$ cat src/rtl/jmas_pkg.sv
package jmas_pkg;

    localparam int IR_BITS = 8;
    localparam int DR_BITS = 16;
    localparam int IR_HDR  = 4;
    localparam int DR_HDR  = 3;
    localparam int TAIL    = 2;
    localparam int CYC_MAX = DR_HDR + DR_BITS + TAIL - 1;
    localparam int CYC_W   = $clog2(CYC_MAX + 1);
    localparam int IDX_W   = $clog2(DR_BITS);

    localparam logic [DR_BITS-1:0] CW_BASE = 16'h2408;
    localparam int CW_BYTE_BIT = 4;
    localparam int CW_READ_BIT = 0;

    typedef struct packed {
        logic tms;
        logic tdi;
        logic bit_slot;
    } pin_t;

    typedef enum logic [2:0] {
        K_TCLK_LO,
        K_TCLK_HI,
        K_IR,
        K_DR,
        K_END
    } step_kind_e;

    typedef struct packed {
        step_kind_e         kind;
        logic [DR_BITS-1:0] val;
    } step_t;

    typedef struct packed {
        logic               wr;
        logic [DR_BITS-1:0] addr;
        logic [DR_BITS-1:0] wdata;
    } req_t;

    function automatic pin_t shift_pins(input logic ir, input logic [CYC_W-1:0] k,
                                        input logic [DR_BITS-1:0] data);
        pin_t p;
        int kk, hdr, len, j;
        logic [IDX_W-1:0] idx;
        p   = '0;
        kk  = int'(k);
        hdr = ir ? IR_HDR : DR_HDR;
        len = ir ? IR_BITS : DR_BITS;
        if (kk < hdr) begin
            p.tms = (kk == 0) || (ir && kk == 1);
        end else if (kk < hdr + len) begin
            j          = kk - hdr;
            idx        = IDX_W'(len - 1 - j);
            p.tdi      = data[idx];
            p.tms      = (j == len - 1);
            p.bit_slot = 1'b1;
        end else if (kk == hdr + len) begin
            p.tms = 1'b1;
        end
        return p;
    endfunction

    function automatic logic [CYC_W-1:0] last_cycle(input logic ir);
        return ir ? CYC_W'(IR_HDR + IR_BITS + TAIL - 1) : CYC_W'(DR_HDR + DR_BITS + TAIL - 1);
    endfunction

    function automatic logic [DR_BITS-1:0] ctrl_word(input logic wr, input logic byte_sel);
        logic [DR_BITS-1:0] w;
        w              = CW_BASE;
        w[CW_BYTE_BIT] = byte_sel;
        w[CW_READ_BIT] = ~wr;
        return w;
    endfunction

endpackage

$ cat src/rtl/jmas_phase_timer.sv
module jmas_phase_timer #(
    parameter int HALF = 2
) (
    input  logic clk,
    input  logic rst,
    input  logic run,
    output logic tick
);
    localparam int CW = (HALF > 1) ? $clog2(HALF) : 1;
    localparam logic [CW-1:0] LAST = CW'(HALF - 1);

    logic [CW-1:0] cnt_q;

    always_ff @(posedge clk) begin
        if (rst || !run)        cnt_q <= '0;
        else if (cnt_q == LAST) cnt_q <= '0;
        else                    cnt_q <= cnt_q + 1'b1;
    end

    assign tick = run && (cnt_q == LAST);

    p_cnt_restart_r4: assert property (@(posedge clk) disable iff (rst)
        !run |=> (cnt_q == '0));
endmodule

$ cat src/rtl/jmas_shift_engine.sv
module jmas_shift_engine
    import jmas_pkg::*;
#(
    parameter int TCK_HALF = 2
) (
    input  logic               clk,
    input  logic               rst,
    input  logic               start,
    input  logic               is_ir,
    input  logic [DR_BITS-1:0] din,
    input  logic               tdo,
    output logic               busy,
    output logic               done,
    output logic [DR_BITS-1:0] dout,
    output logic               tck,
    output logic               tms,
    output logic               tdi
);
    typedef enum logic [1:0] {E_IDLE, E_LOW, E_HIGH} eng_state_e;

    eng_state_e         st_q;
    logic [CYC_W-1:0]   k_q;
    logic               ir_q;
    logic [DR_BITS-1:0] data_q, dout_q;
    logic               tck_q, tms_q, tdi_q, done_q;
    logic               tick, run_w;
    pin_t               cur_pins, nxt_pins, first_pins;

    assign run_w = (st_q != E_IDLE);

    jmas_phase_timer #(.HALF(TCK_HALF)) u_tmr (
        .clk  (clk),
        .rst  (rst),
        .run  (run_w),
        .tick (tick)
    );

    always_comb begin
        cur_pins   = shift_pins(ir_q, k_q, data_q);
        nxt_pins   = shift_pins(ir_q, CYC_W'(k_q + 1'b1), data_q);
        first_pins = shift_pins(is_ir, '0, din);
    end

    always_ff @(posedge clk) begin
        if (rst) begin
            st_q   <= E_IDLE;
            k_q    <= '0;
            ir_q   <= 1'b0;
            data_q <= '0;
            dout_q <= '0;
            tck_q  <= 1'b0;
            tms_q  <= 1'b0;
            tdi_q  <= 1'b0;
            done_q <= 1'b0;
        end else begin
            done_q <= 1'b0;
            unique case (st_q)
                E_IDLE: if (start) begin
                    ir_q   <= is_ir;
                    data_q <= din;
                    dout_q <= '0;
                    k_q    <= '0;
                    tms_q  <= first_pins.tms;
                    tdi_q  <= first_pins.tdi;
                    st_q   <= E_LOW;
                end
                E_LOW: if (tick) begin
                    tck_q <= 1'b1;
                    if (cur_pins.bit_slot) dout_q <= {dout_q[DR_BITS-2:0], tdo};
                    st_q  <= E_HIGH;
                end
                E_HIGH: if (tick) begin
                    tck_q <= 1'b0;
                    if (k_q == last_cycle(ir_q)) begin
                        done_q <= 1'b1;
                        st_q   <= E_IDLE;
                    end else begin
                        k_q   <= CYC_W'(k_q + 1'b1);
                        tms_q <= nxt_pins.tms;
                        tdi_q <= nxt_pins.tdi;
                        st_q  <= E_LOW;
                    end
                end
                default: st_q <= E_IDLE;
            endcase
        end
    end

    assign busy = run_w;
    assign done = done_q;
    assign dout = dout_q;
    assign tck  = tck_q;
    assign tms  = tms_q;
    assign tdi  = tdi_q;

    p_pins_move_low_r4: assert property (@(posedge clk) disable iff (rst)
        (!$stable(tms_q) || !$stable(tdi_q)) |-> !tck_q);
    p_done_tck_low_r3: assert property (@(posedge clk) disable iff (rst)
        done_q |-> !tck_q && !tms_q);
    p_start_when_idle_r2: assert property (@(posedge clk) disable iff (rst)
        start |-> !run_w);
endmodule

$ cat src/rtl/jmas_step_decode.sv
module jmas_step_decode
    import jmas_pkg::*;
#(
    parameter logic [DR_BITS-1:0] BYTE_LIMIT = 16'h00FF,
    parameter logic [IR_BITS-1:0] OP_CTRL    = 8'h13,
    parameter logic [IR_BITS-1:0] OP_ADDR    = 8'h83,
    parameter logic [IR_BITS-1:0] OP_D2A     = 8'h85
) (
    input  logic               is_write,
    input  logic [3:0]         idx,
    input  logic [DR_BITS-1:0] addr,
    input  logic [DR_BITS-1:0] wdata,
    output step_t              step
);
    localparam int PAD = DR_BITS - IR_BITS;

    logic byte_sel;
    assign byte_sel = (addr <= BYTE_LIMIT);

    always_comb begin
        step.kind = K_END;
        step.val  = '0;
        case (idx)
            4'd0: step.kind = K_TCLK_LO;
            4'd1: begin step.kind = K_IR; step.val = {{PAD{1'b0}}, OP_CTRL}; end
            4'd2: begin step.kind = K_DR; step.val = ctrl_word(is_write, byte_sel); end
            4'd3: begin step.kind = K_IR; step.val = {{PAD{1'b0}}, OP_ADDR}; end
            4'd4: begin step.kind = K_DR; step.val = addr; end
            4'd5: begin step.kind = K_IR; step.val = {{PAD{1'b0}}, OP_D2A}; end
            4'd6: begin
                if (is_write) begin step.kind = K_DR; step.val = wdata; end
                else          step.kind = K_TCLK_HI;
            end
            4'd7: step.kind = is_write ? K_TCLK_HI : K_TCLK_LO;
            4'd8: begin
                if (!is_write) begin step.kind = K_DR; step.val = '0; end
            end
            default: step.kind = K_END;
        endcase
    end
endmodule

$ cat src/rtl/jmas_access_seq.sv
module jmas_access_seq
    import jmas_pkg::*;
#(
    parameter int                 TCK_HALF   = 2,
    parameter logic [DR_BITS-1:0] BYTE_LIMIT = 16'h00FF,
    parameter logic [IR_BITS-1:0] OP_CTRL    = 8'h13,
    parameter logic [IR_BITS-1:0] OP_ADDR    = 8'h83,
    parameter logic [IR_BITS-1:0] OP_D2A     = 8'h85
) (
    input  logic        clk,
    input  logic        rst,
    input  logic        req_valid,
    input  logic        req_write,
    input  logic [15:0] req_addr,
    input  logic [15:0] req_wdata,
    output logic        busy,
    output logic        done,
    output logic [15:0] rd_data,
    output logic        tck,
    output logic        tms,
    output logic        tdi,
    input  logic        tdo,
    output logic        tclk
);
    typedef enum logic [1:0] {S_IDLE, S_ISSUE, S_WAIT} seq_state_e;

    seq_state_e         st_q;
    req_t               req_q;
    logic [3:0]         idx_q;
    logic [DR_BITS-1:0] last_dr_q, rd_q;
    logic               tclk_q, done_q;
    step_t              cur;
    logic               eng_start, eng_done, eng_busy, eng_is_ir;
    logic [DR_BITS-1:0] eng_dout;

    jmas_step_decode #(
        .BYTE_LIMIT (BYTE_LIMIT),
        .OP_CTRL    (OP_CTRL),
        .OP_ADDR    (OP_ADDR),
        .OP_D2A     (OP_D2A)
    ) u_dec (
        .is_write (req_q.wr),
        .idx      (idx_q),
        .addr     (req_q.addr),
        .wdata    (req_q.wdata),
        .step     (cur)
    );

    assign eng_start = (st_q == S_ISSUE) && (cur.kind == K_IR || cur.kind == K_DR);
    assign eng_is_ir = (cur.kind == K_IR);

    jmas_shift_engine #(.TCK_HALF(TCK_HALF)) u_eng (
        .clk   (clk),
        .rst   (rst),
        .start (eng_start),
        .is_ir (eng_is_ir),
        .din   (cur.val),
        .tdo   (tdo),
        .busy  (eng_busy),
        .done  (eng_done),
        .dout  (eng_dout),
        .tck   (tck),
        .tms   (tms),
        .tdi   (tdi)
    );

    always_ff @(posedge clk) begin
        if (rst) begin
            st_q      <= S_IDLE;
            req_q     <= '0;
            idx_q     <= '0;
            last_dr_q <= '0;
            rd_q      <= '0;
            tclk_q    <= 1'b1;
            done_q    <= 1'b0;
        end else begin
            done_q <= 1'b0;
            unique case (st_q)
                S_IDLE: if (req_valid) begin
                    req_q.wr    <= req_write;
                    req_q.addr  <= req_addr;
                    req_q.wdata <= req_wdata;
                    idx_q       <= '0;
                    st_q        <= S_ISSUE;
                end
                S_ISSUE: begin
                    case (cur.kind)
                        K_TCLK_LO: begin tclk_q <= 1'b0; idx_q <= idx_q + 1'b1; end
                        K_TCLK_HI: begin tclk_q <= 1'b1; idx_q <= idx_q + 1'b1; end
                        K_IR, K_DR: st_q <= S_WAIT;
                        default: begin
                            done_q <= 1'b1;
                            st_q   <= S_IDLE;
                            if (!req_q.wr) rd_q <= last_dr_q;
                        end
                    endcase
                end
                S_WAIT: if (eng_done) begin
                    if (cur.kind == K_DR) last_dr_q <= eng_dout;
                    idx_q <= idx_q + 1'b1;
                    st_q  <= S_ISSUE;
                end
                default: st_q <= S_IDLE;
            endcase
        end
    end

    assign busy    = (st_q != S_IDLE);
    assign done    = done_q;
    assign rd_data = rd_q;
    assign tclk    = tclk_q;

    p_tclk_between_shifts_r13: assert property (@(posedge clk) disable iff (rst)
        !$stable(tclk_q) |-> !tck && !eng_busy);
    p_busy_from_req_r11: assert property (@(posedge clk) disable iff (rst)
        $rose(busy) |-> $past(req_valid));
    p_done_single_r11: assert property (@(posedge clk) disable iff (rst)
        done_q |=> !done_q);
    p_done_after_busy_r11: assert property (@(posedge clk) disable iff (rst)
        done_q |-> $past(busy) && !busy);
    p_busy_req_dropped_r12: assert property (@(posedge clk) disable iff (rst)
        (busy && req_valid) |=> $stable(req_q.addr) && $stable(req_q.wr));
endmodule

$ cat config.mk
export PLATFORM = sky130hd
export DESIGN_NAME = jmas_access_seq
export DESIGN_NICKNAME = d
export VERILOG_FILES = /design/src/rtl/jmas_pkg.sv /design/src/rtl/jmas_phase_timer.sv /design/src/rtl/jmas_shift_engine.sv /design/src/rtl/jmas_step_decode.sv /design/src/rtl/jmas_access_seq.sv
export SDC_FILE = /design/constraint.sdc
export NUM_CORES = 1
export LEC_CHECK = 0
export CORE_MARGIN = 2
export CORE_UTILIZATION = 56
export CTS_CLUSTER_SIZE = 14
export DETAILED_ROUTE_END_ITERATION = 10
export PLACE_DENSITY = 0.79
export SYNTH_ARGS = -nofsm -noshare
export SYNTH_HDL_FRONTEND = slang
export SYNTH_SLANG_ARGS = --single-unit
$ cat constraint.sdc
create_clock -name clk -period 3.6 [get_ports clk]
set_clock_uncertainty 0.1 [all_clocks]
set_input_delay 0.36 -clock clk [delete_from_list [all_inputs] [get_ports clk]]
set_output_delay 0.36 -clock clk [all_outputs]
set_load 0.02 [all_outputs]
==> impl_metrics.ini <==
[clocking]
cts_tree = done
clock_sink_count = 118
cts_made_buffers = 17
clock_insertion_delay_worst_skew_ns = 0.52
cts.repair.resized = 0
clk_pin_slew_worst_paths_ns = 0.06
postCtsSetupRepairBufs = 0
ctsHoldBuffers = 0
ctsHtreeMaxLevel = 4
clockRootBuffer = clkbuf_8
clock_path_buffers = 2

[min_path]
min_to = req_q[9]$_SDFFE_PP0P_
whs_path_depth = 3
hold_path_class = input port to register
holdCritStartpoint = req_wdata[9]

[placement]
buffer_ports.inserted = 58
finalWeightedCongestion = 0.8964
place.detailed.hpwl_um = 8274
dpl-instance-area_sq_um = 5989
dp_cells = 756

[power]
p_sw_share_pct = 26.65
clock_power_share_pct = 45.6
netSwitchingPower_mw = 0.9211
total_leakage_power_nw = 2.404
share_seq_of_total_power_pct = 41.3
combinationalPowerShare_pct = 13.1
ir_drop_mv = 0.3334
power_density_nw_per_um2 = 528.0
intPower_mw = 2.535

[synthesis]
synthesis.nets = 664
synth_area_per_cell_sq_um = 8.972
gate_count_post_synth = 604
ys_seq_elements = 118
synth_sequential_area_ratio_pct = 43.59
post_synth_instance_area_sq_um = 5419
synthesis.yosys.warnings = 0
synth_async_sr_flop_share_pct = 0
post_synth_num_cell_types = 65
ys.flop_type = dfxtp_1
count_of_flip_flops_with_a_built_in_enable_after_synthesis = 0

[worst_setup_path]
worst_ep_arrival_time_ns = 3.43
critPathCaptureType = register
path_max_fanout = 9
cp.required_ns = 3.93
regToRegStartpoint = u_eng.ir_q$_SDFFE_PP0P_
reg2regPathDepth = 9
critical_path.reg2reg.endpoint = u_eng.tms$_SDFFE_PP0P_
critPathLaunchType = register
reg2reg_slack_ns = 0.51
timing_worst_setup_path_type = register to register

[sta]
relSlewSlack_pct = 29.47
fin_crit_ns = 3.095
worstMarginPinSlew_ns = 1.055
setup_total_negative_slack_ns = 0
setup_violations = 0
timing_hold_violations_final = 0
rsz0062_at_grt = false
min_period_over_period_pct = 85.97
max_transition_viols_final = 0
hold_ws_ns = 0.2875
fmax_mhz = 323.1

[final_layout]
finish.net_count = 706
finish.utilization_pct = 70.18
area_delta_synth_final_pct = 20.80
final_area_sq_um = 6546
post_route_cells_drive_above_1_share_pct = 8.194
layout.cells.most_common = dfxtp_1
multi_input_area_sq_um = 2793
final-seq-area_sq_um = 2362
insertedDiodeCount = 0
post_layout_nonfiller_instances = 788
layout.cells.most_common_list = dfxtp_1, nand2_1, nor2_1
fill_cells = 740

[detailed_routing]
viasPerCell = 5.635
antenna_violating_nets_post_route = 0
drc_errors = 0
firstDrtPassIters = 4
vias = 4440
drt_wl_total_um = 12200
initialDrtViolationCount = 305
wl_per_cell_um = 15.48

[floorplanning]
floorplan.initialDensity_pct = 58.10
io_pins = 59
core_sq_um = 9328
chipHeight_um = 102.4
die_footprint_sq_um = 10480
placement_rows = 35
die_w_um = 102.4

[status]
outcome = finished, final reports clean

[grt]
grt_start_max_net_pins = 45
grt_pass1_wl_um = 20580
grt_pass1_vias = 4238
grt_remaining_overflow = 0
global_route.usage.total_pct = 25.15
antenna_violations_before_repair = 0

[flow_run]
maxCapViolCount = 0
-- through the flow --
| stage | worst slack, ns | power [mW] |
|---|---|---|
| CTS | 0.5213 | 3.469 |
| finish | 0.5050 | 3.456 |
| global route | 0.2531 | 3.596 |
| floorplan | 0.8715 | 1.764 |
| detailed placement | 0.5714 | 1.898 |
| global placement | 0.7060 | 1.882 |
-- cells in the mapped netlist, drive strengths merged, types with 7 or more instances --
| library cell | number | area share (%) |
|---|---|---|
| clkbuf | 19 | 1.3 |
| a22o | 16 | 2.6 |
| a221oi | 8 | 1.3 |
| nor3 | 21 | 2.0 |
| dfxtp | 118 | 44 |
| o21ai | 10 | 0.92 |
| ha | 22 | 5.1 |
| nand2 | 87 | 6.1 |
| a21oi | 65 | 6.3 |
| buf | 20 | 2.4 |
| a211oi | 10 | 1.4 |
| mux2i | 38 | 7.0 |
| nand3 | 7 | 0.74 |
| nor2 | 72 | 5.0 |
| inv | 18 | 1.2 |
-- final cells by class --
cell class / instances / area share, %
flip-flops and latches: 118 / 36.09
multi-input cells: 429 / 42.66
clock buffers: 20 / 6.498
repair buffers: 62 / 9.251
clock inverters: 12 / 2.007
well taps: 129 / 2.466
inverters: 18 / 1.032
-- worst max-delay path by stage --
stage,start,end,slack (ns),cells after the start
6_report,u_eng.ir_q$_SDFFE_PP0P_,u_eng.tms$_SDFFE_PP0P_,0.51,9
5_1_grt,u_eng.ir_q$_SDFFE_PP0P_,u_eng.tms$_SDFFE_PP0P_,0.25,11
4_1_cts,u_eng.ir_q$_SDFFE_PP0P_,u_eng.tms$_SDFFE_PP0P_,0.52,9
3_5_place_dp,u_eng.ir_q$_SDFFE_PP0P_,u_eng.tms$_SDFFE_PP0P_,0.57,9
3_3_place_gp,u_eng.ir_q$_SDFFE_PP0P_,u_eng.tms$_SDFFE_PP0P_,0.71,9
2_1_floorplan,u_eng.ir_q$_SDFFE_PP0P_,u_eng.tms$_SDFFE_PP0P_,0.87,9
-- logic make-up after synthesis --
family,count (synthesis),share of synthesized area [%]
buf+inv,57,4.987
simple gates,228,19.79
fa+ha+maj,23,5.449
flops,118,43.59
mux,42,8.682
compound gates,130,16.39
xor+xnor,6,1.108
-- worst max-delay path: stages, from the launching register on --
cell and delay [ns]:
dfxtp_1 0.53, inv_1 0.26, ha_1 0.30, fa_1 0.41, o21ai_0 0.31, nor2_1 0.08
ha_1 0.23, a211o_1 0.31, a211o_1 0.28, a211oi_1 0.21
-- power groups by stage --
stage	combinational (mW)	sequential, mW	clock (mW)
after floorplan	0.328	1.44	0
after global placement	0.433	1.45	0
after detailed placement	0.446	1.45	0
after CTS	0.452	1.43	1.59
after global routing	0.505	1.43	1.66
final	0.454	1.43	1.57
-- sequential cells by signal, summed over array words and instances, names as in the netlist, 2 cells and up --
name / flops
u_eng.dout: 16
u_eng.data_q: 16
req_q: 33
st_q: 2
rd_data: 16
u_eng.st_q: 2
u_eng.k_q: 5
last_dr_q: 16
idx_q: 4
-- metal layers --
layer  share of wire, %  routed length, um  vias up  track usage (%)
li1                   -                  -     2197                -
met4               0.98                120        0            7.077
met3                5.0                607       15            6.019
met1                 46               5597     2114            33.99
met5                  0                  0        -                0
met2                 48               5871      114            40.44
Note: power is estimated with default switching activity, not from simulation.
